==> src/rtl/mdio_master.sv <==
module mdio_master #(
  parameter int PRE_LEN = 32,
  parameter int SPD_W   = 6
) (
  input  logic        clk,
  input  logic        rst_n,
  input  logic        reg_we,
  input  logic [1:0]  reg_sel,
  input  logic [31:0] reg_wdata,
  output logic [31:0] mii_data,
  output logic [31:0] mii_event,
  output logic        mdc,
  output logic        mdio_o,
  output logic        mdio_oe,
  input  logic        mdio_i
);

  localparam int FRAME   = PRE_LEN + 32;
  localparam int BW      = $clog2(FRAME);
  localparam int HDR_END = PRE_LEN + 14;
  localparam int DAT_BEG = PRE_LEN + 16;
  localparam logic [1:0] SEL_CMD = 2'd0;
  localparam logic [1:0] SEL_EVT = 2'd1;
  localparam logic [1:0] SEL_SPD = 2'd2;

  logic [31:0]      data_q;
  logic [SPD_W-1:0] spd_q, half_q, cnt;
  logic [BW-1:0]    bitn;
  logic             busy, mdc_q, evt;

  wire cmd_wr = reg_we && (reg_sel == SEL_CMD);
  wire op_ok  = (reg_wdata[31:30] == 2'b01) &&
                (reg_wdata[29:28] == 2'b01 || reg_wdata[29:28] == 2'b10);
  wire go     = cmd_wr && !busy && op_ok;
  wire tick   = busy && (cnt == half_q - 1'b1);
  wire rise   = tick && !mdc_q;
  wire fall   = tick && mdc_q;
  wire last   = fall && (bitn == BW'(FRAME - 1));
  wire is_rd  = (data_q[29:28] == 2'b10);
  wire [BW-1:0] rel = BW'(FRAME - 1) - bitn;

  assign mii_data  = data_q;
  assign mii_event = {8'b0, evt, 23'b0};
  assign mdc       = mdc_q;
  assign mdio_oe   = busy && !(is_rd && bitn >= BW'(HDR_END));
  assign mdio_o    = (!busy || bitn < BW'(PRE_LEN)) ? 1'b1 : data_q[rel[4:0]];

  always_ff @(posedge clk) begin
    if (!rst_n) begin
      data_q <= '0;
      spd_q  <= '0;
      half_q <= SPD_W'(1);
      cnt    <= '0;
      bitn   <= '0;
      busy   <= 1'b0;
      mdc_q  <= 1'b0;
    end else begin
      if (reg_we && reg_sel == SEL_SPD) spd_q <= reg_wdata[SPD_W:1];
      if (go) begin
        data_q <= reg_wdata;
        busy   <= 1'b1;
        bitn   <= '0;
        cnt    <= '0;
        mdc_q  <= 1'b0;
        half_q <= (spd_q == '0) ? SPD_W'(1) : spd_q;
      end else if (cmd_wr && !busy) begin
        data_q <= reg_wdata;
      end else if (busy) begin
        if (tick) begin
          cnt   <= '0;
          mdc_q <= ~mdc_q;
        end else begin
          cnt <= cnt + 1'b1;
        end
        if (rise && is_rd && bitn >= BW'(DAT_BEG)) data_q[rel[4:0]] <= mdio_i;
        if (fall) begin
          if (last) busy <= 1'b0;
          else      bitn <= bitn + 1'b1;
        end
      end
    end
  end

  always_ff @(posedge clk) begin
    if (!rst_n)                                             evt <= 1'b0;
    else if (last)                                          evt <= 1'b1;
    else if (reg_we && reg_sel == SEL_EVT && reg_wdata[23]) evt <= 1'b0;
  end

  p_cnt_in_range_r3: assert property (@(posedge clk) disable iff (!rst_n)
    busy |-> cnt < half_q);

  p_mdio_hold_high_r5: assert property (@(posedge clk) disable iff (!rst_n)
    (mdc_q && $past(mdc_q) && mdio_oe && $past(mdio_oe)) |-> $stable(mdio_o));

  p_done_with_event_r8: assert property (@(posedge clk) disable iff (!rst_n)
    $rose(evt) |-> $fell(busy));

  p_idle_quiet_r8: assert property (@(posedge clk) disable iff (!rst_n)
    !busy |-> (!mdc_q && !mdio_oe));

  p_header_kept_r10: assert property (@(posedge clk) disable iff (!rst_n)
    (busy && $past(busy)) |-> $stable(data_q[31:16]));

endmodule

==> config.mk <==
export PLATFORM = sky130hd
export DESIGN_NAME = mdio_master
export DESIGN_NICKNAME = d
export VERILOG_FILES = /design/src/rtl/mdio_master.sv
export SDC_FILE = /design/constraint.sdc
export NUM_CORES = 1
export LEC_CHECK = 0
export BUFFER_PORTS_ARGS = -buffer_cell sky130_fd_sc_hd__buf_2
export CORE_ASPECT_RATIO = 0.9
export CORE_MARGIN = 3
export CORE_UTILIZATION = 45
export CTS_CLUSTER_SIZE = 24
export DETAILED_ROUTE_END_ITERATION = 10
export PLACE_DENSITY = 0.73
export SLEW_MARGIN = 20
export SYNTH_ARGS = -nofsm -noshare
export SYNTH_HDL_FRONTEND = slang
export SYNTH_SLANG_ARGS = --single-unit
==> constraint.sdc <==
create_clock -name clk -period 2.7 [get_ports clk]
set_input_delay 0.405 -clock clk [delete_from_list [all_inputs] [get_ports clk]]
set_output_delay 0.405 -clock clk [all_outputs]
set_load 0.1 [all_outputs]
Word level (Yosys, flattened, before mapping). Index checks and enable logic that the tools add are counted.

Add/sub/neg operators: 4. Magnitude comparators: 5. Eq/ne operators: 9. Multiplexer cells: 19. Bitwise gates (word level): 4. Reduce and logical (&&, ||, !) cells: 31.

Operators by type and width (number): $mux 32 (4); $bwmux 32 (1); $logic_and 1x1->1 (16); $add 6x1->6 const B (2); $ge 6x6->1 const B (2); $mux 6 (2); $mux 1 (10); $eq 2x1->1 const B (3); $eq 2x2->1 const B (3); $eq 6x6->1 (1); $eq 6x6->1 const B (1); $logic_not 6->1 (1); $lt 5x6->1 const B (1); $lt 6x6->1 const B (1); $reduce_bool 3->1 (2); $sub 6x1->6 const B (1); $bmux 1 s5 (1); $demux 1 s5 (1); $ge 5x1->1 const B (1); $sub 5x5->5 const A (1); $not 1->1 (4); $reduce_and 2->1 (2); $reduce_and 4->1 (1); $logic_not 1->1 (3); other kinds (6) (7).

Flip-flop bits (word level): 59. Bits of input ports: 38. Output and inout bits: 67. Word-level logic and storage cells: 80.

Depth between registers and ports, before layout.
Word-level depth: 10. Gate-level depth with buffers: 11. Depth with buffers taken out: 8.

Least setup slack after synthesis. No wires, ideal clock.

Kind: reg-to-output. From: reg data_q[28], in the netlist mii_data[28]. To: out mdio_oe. Data arrival time: 2.712 ns. Required time: 2.295 ns. Slack: -0.417 ns. Stages on the path, launching flop included: 3. Buffers on the path: 0. Path through: dfxtp_1 nor2b_1 a31oi_1.

Longest elaborated chain between the ends: 4.

RTL lines: start: declaration (line 26) `logic [31:0] data_q;`; start signal: assignment (line 60) `data_q <= reg_wdata;`; start signal: assignment (line 67) `data_q <= reg_wdata;`; start signal: indexed assignment (line 75) `if (rise && is_rd && bitn >= BW'(DAT_BEG)) data_q[rel[4:0]] <= mdio_i;`; $eq 2x2->1 (line 39) `wire is_rd = (data_q[29:28] == 2'b10);`; $logic_and 1x1->1 (line 45) `assign mdio_oe = busy && !(is_rd && bitn >= BW'(HDR_END));`; $logic_not 1->1 (line 45); $logic_and 1x1->1 (line 45); end: declaration (line 14) `output logic mdio_oe,`.

Every way passes these cells.

Worst setup path in the final report.
From: reg bitn[1]. To: out mdio_o.

Longest elaborated chain between the ends: 4. Elaborated cells between the ends (all ways): 6. Classes of those cells: add/sub (1); order compare (1); mux (3); reduce/logical (1).

RTL lines: start: declaration (line 28) `logic [BW-1:0] bitn;`; start signal: assignment (line 78) `else bitn <= bitn + 1'b1;`; $sub 5x5->5 (line 40) `wire [BW-1:0] rel = BW'(FRAME - 1) - bitn;`; $bmux 1 s5 (line 46) `assign mdio_o = (!busy || bitn < BW'(PRE_LEN)) ? 1'b1 : data_q[rel[4:0]];`; $mux 1 (implied by the code) (line 46); $mux 1 (*) (line 46); end: declaration (line 13) `output logic mdio_o,`.

Mark *: on every way between the ends. The rest lies on a longest branch, timed or not. The select of a mux whose other input is x is not followed.

==> qor.txt <==
Routed WL - 9.62 mm
Area Overhead vs Synth - 17.7%
Post-CTS Setup Bufs - 0
Fillers - 695
status - finished, final reports clean
Die Y - 90.2 um
# setup viols final - 0
Compound-Gate Fraction of Synth Area - 14.9%
Vias - 3,287
clock sink count - 59
CTS Hold Buffers Added - 0
path type of the worst setup path - reg2out
final hold violations - 0
dpl ws - 59.3 ps
pwr/cell area - 589 nW/um2
Rel. slew slack - 62.8%
initial antenna violation count - 0
# DRC - 0
largest net degree at the start of global routing - 35
Final Max Tran Viols - 0
placeable core area - 7580 um2
TritonCTS clock tree - built
measured slew at the worst slew-check pin - 554 ps
Critical Path AT - 2230 ps
Max Clock Skew - 8.08 ps
Post-DRT Antenna Nets - 0
Synth Flop Type - dfxtp_1
Synth Area in XOR/XNOR - 3.70%
Vias per Instance - 5.54
GRT Total Usage - 21.9%
Post-synth ARST share - 0%
worst hold path class - in2reg
WP data required - 2300 ps
HPWL Detailed - 7.22 mm
Post-synth EDFFs - 0
sequential share of the synthesized area - 33.3%
CP max stage delay - 520 ps
mux contribution to synthesized area - 9.10%
Synth Cell Area - 3550 um2
count of cell types in the netlist - 46
gr ovfl total - 0
Peak VDD IR - 297 uV
Post-DP Area - 3950 um2
crit path capture type - primary output
FP Rows - 30
slowest cell on the critical path - mux4_2
GP Congestion - 0.881
Tcrit/Tclk final - 97.7%
most used cell along the critical path - mux4_2
Die Area - 8990 um2
crit-path max FO - 6
Ant. Diodes - 0
worst setup margin - 63.2 ps
design area - 4180 um2
worst hold stages - 3
minimum clock period - 2640 ps
CP Launch Type - flop
largest family of logic cells by synthesized area - simple AND/OR/NAND/NOR gates
CTS Buf Count - 9
drt wl/cell - 16.2 um
worst r2r path cells - 8
CTS HTree Levels - 3
Overall Power - 0.00246 W
drt initial violations - 211
DRT Pass-1 Iters - 5
Syn Inst Count - 422
critical-path cell list - mux4_2, mux4_2, a21oi_4, nand3_4, buf_8
max cap viols - 0
Layout Nets - 537
first-pass GRT wire length - 15.8 mm
Synth Area in Simple Gates - 26.2%
I/O Buffers - 73
chip width - 99.6 um
IO Count - 105
Leak - 1.82 nW
RSZ-0062 raised after global routing - no
Clock Latency Late Sink - 340 ps
clk slew on worst S/H paths - 70 ps
Max Freq - 0.379 GHz
setup total negative slack - 0 ps
Adder-Cell Fraction of Synth Area - 2.12%
Initial Util - 46.8%
clk buf depth - 2
layout cells sized above 1 - 24.1%
yosys warns - 0
Clock Root Buffer - clkbuf_8
vias in the first global route - 3,164
Syn Area/Cell - 8.41 um2
Yosys reg bits - 59
## per-stage QoR
step	std cells	util, %	hold WS [ps]
3_3_place_gp	578	52.1	477
4_1_cts	593	54.9	299
6_report	593	55.1	302
3_5_place_dp	578	52.1	485
2_1_floorplan	452	-	485
5_1_grt	593	55.1	318
## cell type report
| cell class | instances | area, um2 | share of cell area [%] |
|---|---|---|---|
| clock buffer | 13 | 159 | 3.80 |
| clock inverter | 2 | 35.0 | 0.839 |
| inverter | 6 | 22.5 | 0.539 |
| multi-input combinational | 328 | 2140 | 51.3 |
| sequential | 59 | 1190 | 28.5 |
| tap | 96 | 120 | 2.88 |
| timing repair buffer | 89 | 508 | 12.2 |
## state kept, by name (all words and copies together), names as in the netlist
signal	flops
mii_data	32
cnt	6
half_q	6
evt	1
spd_q	6
busy	1
bitn	6
mdc	1
## where the power goes
part / switching (W) / internal, W / leakage (nW)
clock network: 0.000352 / 0.000471 / 0.0995
logic: 0.000560 / 0.000120 / 1.24
registers: 0.0000497 / 0.000910 / 0.481
total: 0.000961 / 0.00150 / 1.82
## Yosys cell counts (8+ instances only)
cell,instances,share of area [%]
nand2_1,78,8.3
dfxtp_1,59,33
buf_4,32,6.8
a21boi_0,25,5.3
clkbuf_1,23,2.4
nand3b_1,16,3.4
nor2b_1,16,2.8
o21ai_0,15,2.1
nor2_1,13,1.4
mux2i_1,12,3.4
and3_1,10,1.8
o211ai_1,10,2.1
mux4_2,9,5.7
nand3_1,9,1.3
xnor2_1,8,2.0
## layer usage
metal	up-vias	global-route usage (%)	part of all wire [%]
met3	23	3.10	6.6
met1	1558	29.9	45
met4	0	9.67	2.3
met2	143	34.1	46
met5	-	0	0
li1	1563	-	-
## final timing paths
check | end | slack (ps) | from
worst min register to register | mii_data[24] | 490 | mii_data[24]
worst max register to register | mii_data[10] | 180 | half_q[1]
worst min-delay path | mii_data[21] | 300 | reg_wdata[21]
worst max-delay path | mdio_o | 60 | bitn[1]
## worst max-delay path: cells and delay by family (launching register included)
| kind | cells | cell delay (ps) |
|---|---|---|
| AOI/OAI and AO/OA | 1 | 180 |
| buffers and inverters | 1 | 190 |
| DFF | 1 | 400 |
| muxes | 2 | 1030 |
| and+or+nand+nor | 1 | 90 |
## placed cells by master, fill, tap and decap left out, drive strengths merged, types with 8 or more instances in the layout
cell	count
buf	89
nand2	78
dfxtp	59
conb	31
a21boi	25
nor2b	16
nand3b	16
o21ai	15
nor2	13
clkbuf	13
mux2i	12
o211ai	10
and3	10
mux4	9
nand3	9
xnor2	8
## kinds of logic (layout without fill, tap and decap cells)
family | count (synthesis) | in the layout
simple gates | 182 | 182
compound gates | 73 | 73
buf+inv | 65 | 110
flops | 59 | 59
mux | 21 | 21
xor+xnor | 15 | 15
fa+ha+maj | 6 | 6
other cells | 1 | 31
## repair_timing
item,CTS,global route
pin swaps,0,1
resized for setup,6,4
setup endpoints to repair,1,5
Power figures use the tool's default switching activity.
